===== src/rtl/sgl_pkg.sv =====
package sgl_pkg;

  typedef enum logic [1:0] {
    ST_IDLE = 2'd0,
    ST_REQ  = 2'd1,
    ST_WAIT = 2'd2,
    ST_EMIT = 2'd3
  } sgl_state_t;

endpackage


===== src/rtl/sgl_addr_gen.sv =====
module sgl_addr_gen #(
  parameter int ADDR_W    = 64,
  parameter int CNT_W     = 16,
  parameter int TBL_OFS   = 128,
  parameter int DESC_LOG2 = 4
) (
  input  logic [ADDR_W-1:0] base_i,
  input  logic [CNT_W-1:0]  idx_i,
  output logic [ADDR_W-1:0] addr_o
);

  localparam logic [ADDR_W-1:0] OFS = ADDR_W'(TBL_OFS);

  logic [ADDR_W-1:0] stride;

  always_comb begin
    stride = ADDR_W'(idx_i) << DESC_LOG2;
    addr_o = base_i + OFS + stride;
  end

endmodule


===== src/rtl/sgl_seg_calc.sv =====
module sgl_seg_calc #(
  parameter int ADDR_W = 64,
  parameter int SIZE_W = 32,
  parameter int OFF_W  = 32,
  parameter int SUM_W  = 49
) (
  input  logic [ADDR_W-1:0] ent_addr_i,
  input  logic [SIZE_W-1:0] ent_size_i,
  input  logic [OFF_W-1:0]  off_i,
  input  logic [SUM_W-1:0]  sum_i,
  output logic [SIZE_W:0]   ent_len_o,
  output logic [SUM_W-1:0]  sum_next_o,
  output logic              hit_o,
  output logic [ADDR_W-1:0] first_addr_o,
  output logic [SIZE_W:0]   first_len_o
);

  localparam int LEN_W = SIZE_W + 1;

  logic [SUM_W-1:0] off_ext;
  logic [LEN_W-1:0] pos;

  always_comb begin
    ent_len_o    = LEN_W'(ent_size_i) + LEN_W'(1);
    off_ext      = SUM_W'(off_i);
    sum_next_o   = sum_i + SUM_W'(ent_len_o);
    hit_o        = (off_ext <= sum_next_o);
    pos          = LEN_W'(off_ext - sum_i);
    first_addr_o = ent_addr_i + ADDR_W'(pos);
    first_len_o  = ent_len_o - pos;
  end

endmodule


===== src/rtl/sg_offset_locator.sv =====
module sg_offset_locator
  import sgl_pkg::*;
#(
  parameter int ADDR_W    = 64,
  parameter int OPT_W     = 32,
  parameter int CNT_W     = 16,
  parameter int OFF_W     = 32,
  parameter int SIZE_W    = 32,
  parameter int DATA_W    = 128,
  parameter int TBL_OFS   = 128,
  parameter int DESC_LOG2 = 4
) (
  input  logic              clk,
  input  logic              rst_n,
  input  logic              start_i,
  input  logic [31:0]       opts_i,
  input  logic [63:0]       tbl_base_i,
  input  logic [31:0]       offset_i,
  output logic              busy_o,
  output logic              mem_req_valid_o,
  output logic [63:0]       mem_req_addr_o,
  input  logic              mem_req_ready_i,
  input  logic              mem_rsp_valid_i,
  input  logic [127:0]      mem_rsp_data_i,
  output logic              seg_valid_o,
  output logic [63:0]       seg_addr_o,
  output logic [32:0]       seg_len_o,
  input  logic              seg_ready_i,
  output logic              done_o,
  output logic              err_o
);

  localparam int LEN_W = SIZE_W + 1;
  localparam int SUM_W = SIZE_W + CNT_W + 1;

  // reset: asserted asynchronously, released on the clock
  logic [1:0] rst_pipe;
  logic       rst_ns;

  always_ff @(posedge clk or negedge rst_n) begin
    if (!rst_n) rst_pipe <= 2'b00;
    else        rst_pipe <= {rst_pipe[0], 1'b1};
  end
  assign rst_ns = rst_pipe[1];

  sgl_state_t        state_q, state_d;
  logic [CNT_W-1:0]  cnt_q, cnt_d, idx_q, idx_d;
  logic [ADDR_W-1:0] base_q, base_d;
  logic [OFF_W-1:0]  off_q, off_d;
  logic [SUM_W-1:0]  sum_q, sum_d;
  logic              srch_q, srch_d;
  logic [ADDR_W-1:0] sega_q, sega_d;
  logic [LEN_W-1:0]  segl_q, segl_d;
  logic              done_q, done_d, err_q, err_d;

  logic [CNT_W-1:0]  cnt_in;
  logic              is_last;
  logic [ADDR_W-1:0] ent_addr, first_addr;
  logic [SIZE_W-1:0] ent_size;
  logic [LEN_W-1:0]  ent_len, first_len;
  logic [SUM_W-1:0]  sum_next;
  logic              hit;
  logic              rsvd_unused;

  assign cnt_in      = opts_i[OPT_W-1 -: CNT_W];
  assign ent_addr    = mem_rsp_data_i[ADDR_W-1:0];
  assign ent_size    = mem_rsp_data_i[DATA_W-1 -: SIZE_W];
  assign rsvd_unused = ^{mem_rsp_data_i[DATA_W-SIZE_W-1:ADDR_W], opts_i[OPT_W-CNT_W-1:0]};
  assign is_last     = (idx_q == cnt_q - CNT_W'(1));

  sgl_addr_gen #(
    .ADDR_W(ADDR_W), .CNT_W(CNT_W), .TBL_OFS(TBL_OFS), .DESC_LOG2(DESC_LOG2)
  ) u_addr (
    .base_i(base_q), .idx_i(idx_q), .addr_o(mem_req_addr_o)
  );

  sgl_seg_calc #(
    .ADDR_W(ADDR_W), .SIZE_W(SIZE_W), .OFF_W(OFF_W), .SUM_W(SUM_W)
  ) u_calc (
    .ent_addr_i(ent_addr), .ent_size_i(ent_size), .off_i(off_q), .sum_i(sum_q),
    .ent_len_o(ent_len), .sum_next_o(sum_next), .hit_o(hit),
    .first_addr_o(first_addr), .first_len_o(first_len)
  );

  // next-state process
  always_comb begin
    state_d = state_q;
    cnt_d   = cnt_q;
    idx_d   = idx_q;
    base_d  = base_q;
    off_d   = off_q;
    sum_d   = sum_q;
    srch_d  = srch_q;
    sega_d  = sega_q;
    segl_d  = segl_q;
    done_d  = 1'b0;
    err_d   = 1'b0;
    unique case (state_q)
      ST_IDLE: begin
        if (start_i) begin
          cnt_d  = cnt_in;
          base_d = tbl_base_i;
          off_d  = offset_i;
          idx_d  = '0;
          sum_d  = '0;
          srch_d = 1'b1;
          if (cnt_in == '0) begin
            done_d = 1'b1;
            err_d  = 1'b1;
          end else begin
            state_d = ST_REQ;
          end
        end
      end
      ST_REQ: begin
        if (mem_req_ready_i) state_d = ST_WAIT;
      end
      ST_WAIT: begin
        if (mem_rsp_valid_i) begin
          if (!srch_q) begin
            sega_d  = ent_addr;
            segl_d  = ent_len;
            state_d = ST_EMIT;
          end else if (hit) begin
            sega_d  = first_addr;
            segl_d  = first_len;
            srch_d  = 1'b0;
            state_d = ST_EMIT;
          end else begin
            sum_d = sum_next;
            if (is_last) begin
              done_d  = 1'b1;
              err_d   = 1'b1;
              state_d = ST_IDLE;
            end else begin
              idx_d   = idx_q + CNT_W'(1);
              state_d = ST_REQ;
            end
          end
        end
      end
      ST_EMIT: begin
        if (seg_ready_i) begin
          if (is_last) begin
            done_d  = 1'b1;
            state_d = ST_IDLE;
          end else begin
            idx_d   = idx_q + CNT_W'(1);
            state_d = ST_REQ;
          end
        end
      end
      default: state_d = ST_IDLE;
    endcase
  end

  // register process
  always_ff @(posedge clk or negedge rst_ns) begin
    if (!rst_ns) begin
      state_q <= ST_IDLE;
      cnt_q   <= '0;
      idx_q   <= '0;
      base_q  <= '0;
      off_q   <= '0;
      sum_q   <= '0;
      srch_q  <= 1'b0;
      sega_q  <= '0;
      segl_q  <= '0;
      done_q  <= 1'b0;
      err_q   <= 1'b0;
    end else begin
      state_q <= state_d;
      cnt_q   <= cnt_d;
      idx_q   <= idx_d;
      base_q  <= base_d;
      off_q   <= off_d;
      sum_q   <= sum_d;
      srch_q  <= srch_d;
      sega_q  <= sega_d;
      segl_q  <= segl_d;
      done_q  <= done_d;
      err_q   <= err_d;
    end
  end

  assign busy_o          = (state_q != ST_IDLE);
  assign mem_req_valid_o = (state_q == ST_REQ);
  assign seg_valid_o     = (state_q == ST_EMIT);
  assign seg_addr_o      = sega_q;
  assign seg_len_o       = segl_q;
  assign done_o          = done_q;
  assign err_o           = err_q;


  req_hold_chk: assert property (@(posedge clk) disable iff (!rst_ns)
    mem_req_valid_o && !mem_req_ready_i |=> mem_req_valid_o && $stable(mem_req_addr_o));


  seg_hold_chk: assert property (@(posedge clk) disable iff (!rst_ns)
    seg_valid_o && !seg_ready_i |=> seg_valid_o && $stable(seg_addr_o) && $stable(seg_len_o));


  one_channel_chk: assert property (@(posedge clk) disable iff (!rst_ns)
    !(mem_req_valid_o && seg_valid_o));


  err_with_done_chk: assert property (@(posedge clk) disable iff (!rst_ns)
    err_o |-> done_o);


  zero_count_chk: assert property (@(posedge clk) disable iff (!rst_ns)
    !busy_o && start_i && (cnt_in == '0) |=> done_o && err_o && !busy_o && !mem_req_valid_o);


  done_after_last_chk: assert property (@(posedge clk) disable iff (!rst_ns)
    seg_valid_o && seg_ready_i && is_last |=> done_o && !err_o && !busy_o);


  start_ignored_chk: assert property (@(posedge clk) disable iff (!rst_ns)
    busy_o && start_i |=> $stable(cnt_q) && $stable(off_q) && $stable(base_q));

endmodule


===== config.mk =====
export PLATFORM = sky130hd
export DESIGN_NAME = sg_offset_locator
export DESIGN_NICKNAME = d
export VERILOG_FILES = /design/src/rtl/sgl_pkg.sv /design/src/rtl/sgl_addr_gen.sv /design/src/rtl/sgl_seg_calc.sv /design/src/rtl/sg_offset_locator.sv
export SDC_FILE = /design/constraint.sdc
export NUM_CORES = 1
export LEC_CHECK = 0
export BUFFER_PORTS_ARGS = -buffer_cell sky130_fd_sc_hd__buf_2
export CORE_ASPECT_RATIO = 1.4
export CORE_MARGIN = 2
export CORE_UTILIZATION = 40
export CTS_BUF_LIST = sky130_fd_sc_hd__clkbuf_4 sky130_fd_sc_hd__clkbuf_8 sky130_fd_sc_hd__clkbuf_16
export CTS_CLUSTER_DIAMETER = 120
export DETAILED_ROUTE_END_ITERATION = 8
export SYNTH_ARGS = -nofsm -noshare
export SYNTH_HDL_FRONTEND = slang
export SYNTH_SLANG_ARGS = --single-unit

===== constraint.sdc =====
create_clock -name clk -period 23.9 [get_ports clk]
set_input_delay 1.195 -clock clk [delete_from_list [all_inputs] [get_ports clk]]
set_output_delay 1.195 -clock clk [all_outputs]
set_load 0.03 [all_outputs]

Word-level counts from Yosys, hierarchy flattened
Cells that the tools add are included.
{ "totals": {"register_bits": 281, "input_bits": 262, "output_inout_bits": 166, "wordCells": 84} }
{ "op_classes": {"n_addsub": 9, "magnitude_cmp": 1, "n_eq_ne": 12, "muxes": 39, "n_reduce_logical": 11} }
{ "op_table": {"columns": ["op", "n"], "rows": [
  ["2-to-1 mux 49 bit", 4],
  ["2-to-1 mux 64 bit", 2],
  ["one-hot mux 49 bit (2 select lines)", 1],
  ["2-to-1 mux 16 bit", 6],
  ["2-to-1 mux 33 bit", 2],
  ["adder 64 x 20 -> 64 bit", 1],
  ["adder 64 x 33 -> 64 bit", 1],
  ["adder 64 x 8 -> 64 bit (second input constant)", 1],
  ["adder 49 x 33 -> 49 bit", 1],
  ["<= comparator 32 x 49 -> 1 bit", 1],
  ["one-hot mux 16 bit (3 select lines)", 1],
  ["adder 32 x 1 -> 33 bit (second input constant)", 1],
  ["subtractor 32 x 33 -> 33 bit", 1],
  ["subtractor 33 bit", 1],
  ["adder 16 x 1 -> 16 bit (second input constant)", 1],
  ["equality test 16 bit", 1],
  ["logical NOT 16 bit", 1],
  ["subtractor 16 x 1 -> 16 bit (second input constant)", 1],
  ["2-to-1 mux 2 bit", 7],
  ["2-to-1 mux 1 bit", 12],
  ["!= test 2 bit (second input constant)", 5],
  ["AND reduction 5 bit", 2],
  ["one-hot mux 2 bit (4 select lines)", 1],
  ["!= test 2 x 1 -> 1 bit (second input constant)", 3],
  ["10 further kinds", 14]
]} }

Logic depth before layout (Yosys ltp)
Gate-level depths: netlist of run 1.
{ "logic_depth": {"depth_word": 7, "mapped_depth": 32, "ltp_nobuf": 29} }

Cells and area by module
A second synthesis of run 1 with hierarchy kept.
{ "hier_totals": {"hier_cells": 2935, "hier_area_um2": 23608.9} }
{ "modules_own_cells": {"columns": ["module", "n_inst", "cells_per_inst", "area_per_inst_um2", "seq_area_each_um2"], "rows": [
  ["sg_offset_locator", 1, 1340, 12338.1, 7031.7],
  ["sgl_seg_calc", 1, 1293, 9097.5, 0.0],
  ["sgl_addr_gen", 1, 302, 2173.3, 0.0]
]} }

Least setup slack after synthesis of run 1
Ideal clock, no wire load.
{ "synth_timing": {"path_kind": "input -> register", "from": "in mem_rsp_data_i[100]", "to": "reg sum_q[30]", "setup_ps": 125, "arrival_time_ps": 6985, "t_required_ps": 23775, "slack_ps": 16791, "stages": 30, "path_buffers": 3, "cell_sequence": "and4_1 > nand4_1 > nor2_1 > and2_1 > nand2_1 > xnor2_1 > ha_1 > clkbuf_1 > a21oi_1 > o21ai_1 > a21o_1 > a21o_1 > a41oi_2 > o21ai_0 > a31oi_1 > xor2_1 > ha_1 > nand4_1 > nor4_1 > nand3_1 > nand4b_1 > a2111oi_1 > nand4_1 > a2111oi_0 > nand4_1 > or4b_1 > buf_6 > a22oi_2 > buf_2 > mux2_2"} }
{ "synth_via": {"elab_chain_len": 6, "word_cells_on_any_way": 9, "cone_classes": "add/sub (2); order compare (1); eq/ne (1); mux (4); reduce/logical (1)"} }
{ "synth_rtl": {"columns": ["item", "line", "source"], "rows": [
  ["from (decl)", "sg_offset_locator.sv:24", "input logic [127:0] mem_rsp_data_i,"],
  ["adder 32 x 1 -> 33 bit (*)", "sgl_seg_calc.sv:24", "ent_len_o = LEN_W'(ent_size_i) + LEN_W'(1);"],
  ["adder 49 x 33 -> 49 bit (*)", "sgl_seg_calc.sv:26", "sum_next_o = sum_i + SUM_W'(ent_len_o);"],
  ["parallel branches: the longest is 4 deep, another holds <= comparator 32 x 49 -> 1 bit", null, null],
  ["to (signal assigned)", "sg_offset_locator.sv:177", "sum_q <= sum_d;"],
  ["to (decl)", "sg_offset_locator.sv:50", "logic [SUM_W-1:0] sum_q, sum_d;"]
]} }
Every way passes the cells marked *. The select of a mux whose other input is x is not followed.
A chain may end at the register's enable or synchronous reset.

Final worst setup path of run 1
{ "layout_timing": {"from": "in mem_rsp_data_i[98]", "to": "reg sega_q[31] (netlist: seg_addr_o[31])"} }
{ "layout_via": {"elab_chain_len": 5} }
{ "layout_rtl": {"columns": ["item", "line", "source"], "rows": [
  ["adder 32 x 1 -> 33 bit", "sgl_seg_calc.sv:24", null],
  ["adder 49 x 33 -> 49 bit", "sgl_seg_calc.sv:26", null],
  ["<= comparator 32 x 49 -> 1 bit", "sgl_seg_calc.sv:27", "hit_o = (off_ext <= sum_next_o);"],
  ["!= test 2 x 1 -> 1 bit (no source line)", null, null],
  ["AND reduction 3 bit (no source line)", null, null],
  ["to (signal assigned)", "sg_offset_locator.sv:179", "sega_q <= sega_d;"],
  ["to (decl)", "sg_offset_locator.sv:52", "logic [ADDR_W-1:0] sega_q, sega_d;"]
]} }
No other way between the ends.

==> flow_summary.yaml, run 1 <==
synthesis:
  seq_area_frac_synth_pct: 29.8
  syn_area_per_cell_um2: 8.45
  synth.most_common_cell: "nand2_1"
  synthArstFlopShare_pct: 100
  syn-cell-area_um2: 23600
  synth_top_area_cell: "dfrtp_1"
  synthFlopType: "dfrtp_1"
  synth_warnings: 0
  syn_nets: 3259
  yosysUniqueCellTypes: 92
  synth-edff-count: 0
  synth_top_area_share_pct: 29.8
  netlist_instances: 2794
  ys_ff_latch: 281
  synthTopCellsByArea: "dfrtp_1, ha_1, nand2_1, mux2_2, xnor2_1"
  synthTopCellsByCount: "nand2_1, dfrtp_1, ha_1, a21oi_1, xnor2_1"
route:
  viasPerCell: 5.51
  dr.pass1.iters: 5
  drt-initial-drc-count: 881
  wire_per_inst_um: 19.0
  antenna_left: 0
  num_vias: 21500
  drc: 0
  wirelength_um: 74100
finish:
  design_area_um2: 27200
  drive_gt1_share_pct: 20.6
  postLayoutCoreUtil_pct: 46.5
  nNetsFinal: 3587
  syn2layout_area_growth_pct: 15.1
setup_path:
  regToRegStartpoint: "sum_q[0]"
  cp_data_arrival_time_ns: 9.76
  setup.worst_path.start_class: "primary input"
  crit_top_cell: "nand4_1"
  cpMaxStageDelayCell: "a21oi_4"
  setup.worst_path.class: "primary input to flop"
  cp_data_required_time_ns: 24.39
  max_stage_delay_ns: 0.85
  endpoint_kind: "flop"
  cp_max_fo: 70
  crit_start: "mem_rsp_data_i[98]"
sta:
  max-slew-margin-rel_pct: 29.1
  min_period_ns: 9.27
  hold_slack_ns: 0.355
  fin_skew_ns: 0.0113
  rsz0062_at_grt: "false"
  fmax_mhz: 108
  hold_viol: 0
  finalSetupViolations: 0
  worst_pin_slew_ns: 1.06
  slew_violations: 0
  fin_setup_tns_ns: 0
  fin_crit_sh_pct: 38.8
status:
  status: "complete, no violations"
clock_tree:
  cts_sinks: 281
  clk_pin_slew_worst_paths_ns: 0.06
  cts_tree: "built"
  h-tree-depth: 1
  cts_buffer_depth: 3
  clk_latency_ns: 0.61
  hold_buffers: 0
  cts-buffers-inserted: 31
  cts_setup_buffers: 0
  cts-root-buf: "clkbuf_16"
  post_cts_resized: 0
placed_design:
  dpl_cell_area_um2: 26200
  dpl.hpwl_um: 59000
  gp_congestion: 0.941
  port_buffers: 379
job:
  drv_cap: 0
global_route:
  grtUsageTotal_pct: 23.6
  grt_remaining_overflow: 0
  grt_start_max_net_pins: 93
  grt_pass1_wl_um: 116000
  antenna_found_initial: 4
  grt_pass1_vias: 21900
floorplan:
  start_util_pct: 40.4
  die_w_um: 209
  ios: 428
  design.core.area_um2: 58500
  die-area_um2: 61000
  die_y_um: 292
  rows: 105
hold_path:
  min_path_type: "primary input to async pin"
through the flow:
step	instances	worst slack [ns]
finish	3894	14.63
floorplan	2794	15.49
global placement	3838	14.00
CTS	3893	14.61
detailed placement	3838	13.98
global route	3893	13.93
state kept, by name, indices dropped and copies added, names as in the netlist:
register	flops
sum_q	49
idx_q	16
rst_pipe	2
base_q	64
cnt_q	16
err_o	1
seg_addr_o	64
seg_len_o	33
state_q	2
done_o	1
srch_q	1
off_q	32
cells by family after synthesis:
family,Yosys count,share of synthesized area [%]
AOI/OAI and AO/OA,546,15.6
buffers and inverters,241,4.12
and+or+nand+nor,1082,21.6
muxes,181,8.43
DFF,281,29.8
adders and majority gates,203,10.9
xor gates and xnor gates,259,9.60
other,1,0.0159
final timing paths:
kind | slack, ns | endpoint | cells past startpoint
worst max-delay path | 14.63 | seg_addr_o[31] | 29
worst min-delay path | 0.36 | rst_pipe[1] | 1
worst max register to register | 15.66 | seg_addr_o[31] | 24
worst min register to register | 0.36 | rst_pipe[1] | 0
max in group asynchronous | 21.25 | seg_addr_o[7] | 2
min in group clk | 0.36 | rst_pipe[1] | 0
worst max-delay path, delay by kind of cell:
family | cells | cell delay [ns]
compound gates | 10 | 2.72
xor+xnor | 2 | 0.43
fa+ha+maj | 2 | 0.70
buf+inv | 2 | 0.97
mux | 1 | 0.42
simple gates | 12 | 3.16
cell usage in the layout (no fill, tap or decap), types with 17 or more instances in the layout:
master and count:
nand2_1 506, buf_2 379, dfrtp_1 279, ha_1 198, a21oi_1 164, xnor2_1 147, nor2_1 143, mux2_2 143
inv_1 138, xor2_1 112, nand3_1 90, o21ai_0 82, a21o_1 78, nor3_1 64, and3_1 41, nand4_1 40
mux2i_1 38, nand2b_1 33, clkbuf_16 31, a211oi_1 29, nor2b_1 28, o21a_1 27, o21bai_1 27, and2_1 23
nor4_1 22, and4_1 18, buf_4 18, or3_1 17, a31oi_1 17
area by class of cell:
cell class	instances	area [um^2]
clock inverters	12	128
clock buffers	43	885
fillers	5774	31300
flip-flops and latches	281	7040
repair buffers	397	2030
diodes	1	2.50
well taps	749	937
inverters	139	522
multi-input cells	2272	15600
routing by layer:
| metal | vias up | routed length, um | track usage [%] |
|---|---|---|---|
| met5 | - | 50 | 0 |
| met3 | 139 | 3800 | 3.62 |
| li1 | 10500 | - | - |
| met2 | 574 | 38600 | 45.6 |
| met1 | 10200 | 28900 | 25.8 |
| met4 | 8 | 2670 | 8.64 |
Power of run 1 is left out: the tool's default activity adds up to more than one toggle a clock period on the data nets, which glitch-free logic cannot reach.
==> run 2, diff against run 1 <==
==> constraint.sdc (replaced) <==
create_clock -name clk -period 8.1 [get_ports clk]
set_input_delay 0.405 -clock clk [delete_from_list [all_inputs] [get_ports clk]]
set_output_delay 0.405 -clock clk [all_outputs]
set_load 0.03 [all_outputs]
==> run 2 against run 1 <==
Effect of this change: register-to-register slack worse by 14 ns; flip-flop and latch count stayed put; sequential share of layout area fell by 0.30 points; critical endpoint is now idx_q[3]; highest routed layer unchanged.
==> flow_summary.yaml, run 2 (synthesized netlist as in run 1, its figures left out) <==
status:
  status: "complete, no violations"
setup_path:
  crit_top_cell: "nand4_1"
  setup.worst_path.class: "primary input to flop"
  cpMaxStageDelayCell: "or4_1"
  max_stage_delay_ns: 0.55
  cp_data_arrival_time_ns: 7.71
  endpoint_kind: "flop"
  worst-r2r-cell-count: 24
  setup.worst_path.start_class: "primary input"
  regToRegStartpoint: "sum_q[1]"
  timing.rr.end: "seg_addr_o[58]"
  cp_data_required_time_ns: 8.54
  cp_max_fo: 16
  r2r_setup_slack_ns: 1.40
floorplan:
  die_y_um: 292
  ios: 428
  die_w_um: 209
  design.core.area_um2: 58500
  die-area_um2: 61000
  start_util_pct: 40.4
  rows: 105
sta:
  fmax_mhz: 138
  fin_skew_ns: 0.0237
  hold_viol: 0
  worst_pin_slew_ns: 1.10
  fin_crit_sh_pct: 89.7
  rsz0062_at_grt: "false"
  max-slew-margin-rel_pct: 25.6
  fin_setup_tns_ns: 0
  hold_slack_ns: 0.0397
  slew_violations: 0
  finalSetupViolations: 0
  min_period_ns: 7.27
route:
  drt-initial-drc-count: 1066
  dr.pass1.iters: 5
  drc: 0
  viasPerCell: 5.54
  wire_per_inst_um: 19.1
  wirelength_um: 74700
  num_vias: 21700
  antenna_left: 0
hold_path:
  whs_path_depth: 3
  min_path_type: "primary input to flop"
  whs_endpoint: "base_q[5]"
  hp-start: "tbl_base_i[5]"
clock_tree:
  clk_pin_slew_worst_paths_ns: 0.06
  cts_setup_buffers: 0
  cts-buffers-inserted: 35
  h-tree-depth: 2
  cts_sinks: 281
  cts-root-buf: "clkbuf_16"
  cts_tree: "built"
  cts_buffer_depth: 3
  post_cts_resized: 0
  clk_latency_ns: 0.56
  hold_buffers: 1
finish:
  layout_common_cells: "nand2_1, buf_2, dfrtp_1"
  nNetsFinal: 3603
  layout_commonest_cell: "nand2_1"
  drive_gt1_share_pct: 21.1
  syn2layout_area_growth_pct: 16.4
placed_design:
  port_buffers: 379
  dpl.hpwl_um: 59100
  gp_congestion: 0.952
global_route:
  grt_remaining_overflow: 0
  grt_pass1_wl_um: 117000
  grt_pass1_vias: 21900
  grt_start_max_net_pins: 140
  antenna_found_initial: 11
  grtUsageTotal_pct: 23.9
job:
  drv_cap: 0
## run 2: cell types whose count changed in the layout (fill, tap and decap cells not counted), sizes merged
cell | before | now
buf | 397 | 408
clkbuf | 43 | 54
clkinv | 8 | 4
dlygate4sd3 | 0 | 1
## run 2: worst max-delay path by stage
| stage | startpoint | end | cells after the start |
|---|---|---|---|
| final | mem_rsp_data_i[98] | idx_q[3] | 28 |
| after global routing | mem_rsp_data_i[96] | idx_q[11] | 31 |
| after CTS | mem_rsp_data_i[98] | idx_q[15] | 28 |
| after detailed placement | mem_rsp_data_i[98] | idx_q[3] | 28 |
| after global placement | mem_rsp_data_i[100] | idx_q[3] | 30 |
| after floorplan | mem_rsp_data_i[100] | sum_q[30] | 30 |
## run 2: per-layer routing
| metal | wire [um] | vias to the layer above | GRT usage, % |
|---|---|---|---|
| met5 | 125 | - | 0 |
| li1 | - | 10500 | - |
| met1 | 29200 | 10300 | 26.6 |
| met3 | 4010 | 161 | 4.28 |
| met2 | 38100 | 622 | 44.4 |
| met4 | 3290 | 18 | 10.3 |
## run 2: layout make-up
| class | instances | area, um^2 |
|---|---|---|
| inverters | 139 | 522 |
| fillers | 5765 | 31000 |
| well taps | 749 | 937 |
| multi-input cells | 2272 | 15600 |
| clock inverters | 8 | 111 |
| clock buffers | 54 | 1080 |
| diodes | 1 | 2.50 |
| flip-flops and latches | 281 | 7040 |
| repair buffers | 409 | 2170 |
## run 2: worst max-delay path: cells and delay by family
kind	cells	cell delay [ns]
xor gates and xnor gates	2	0.56
buffers and inverters	3	0.58
and+or+nand+nor	14	3.55
muxes	1	0.36
AOI/OAI and AO/OA	6	1.55
adders and majority gates	2	0.67
## run 2: stage by stage
stage	utilization (%)	std cells	worst slack [ns]	instance area, um^2
4_1_cts	47.0	3912	0.860	27500
5_1_grt	47.1	3913	0.268	27500
3_3_place_gp	45.0	3849	0.355	26300
3_5_place_dp	45.0	3849	0.281	26300
6_report	47.1	3913	0.831	27500
2_1_floorplan	-	2794	1.78	23600
Power of run 2 is left out for the same reason.
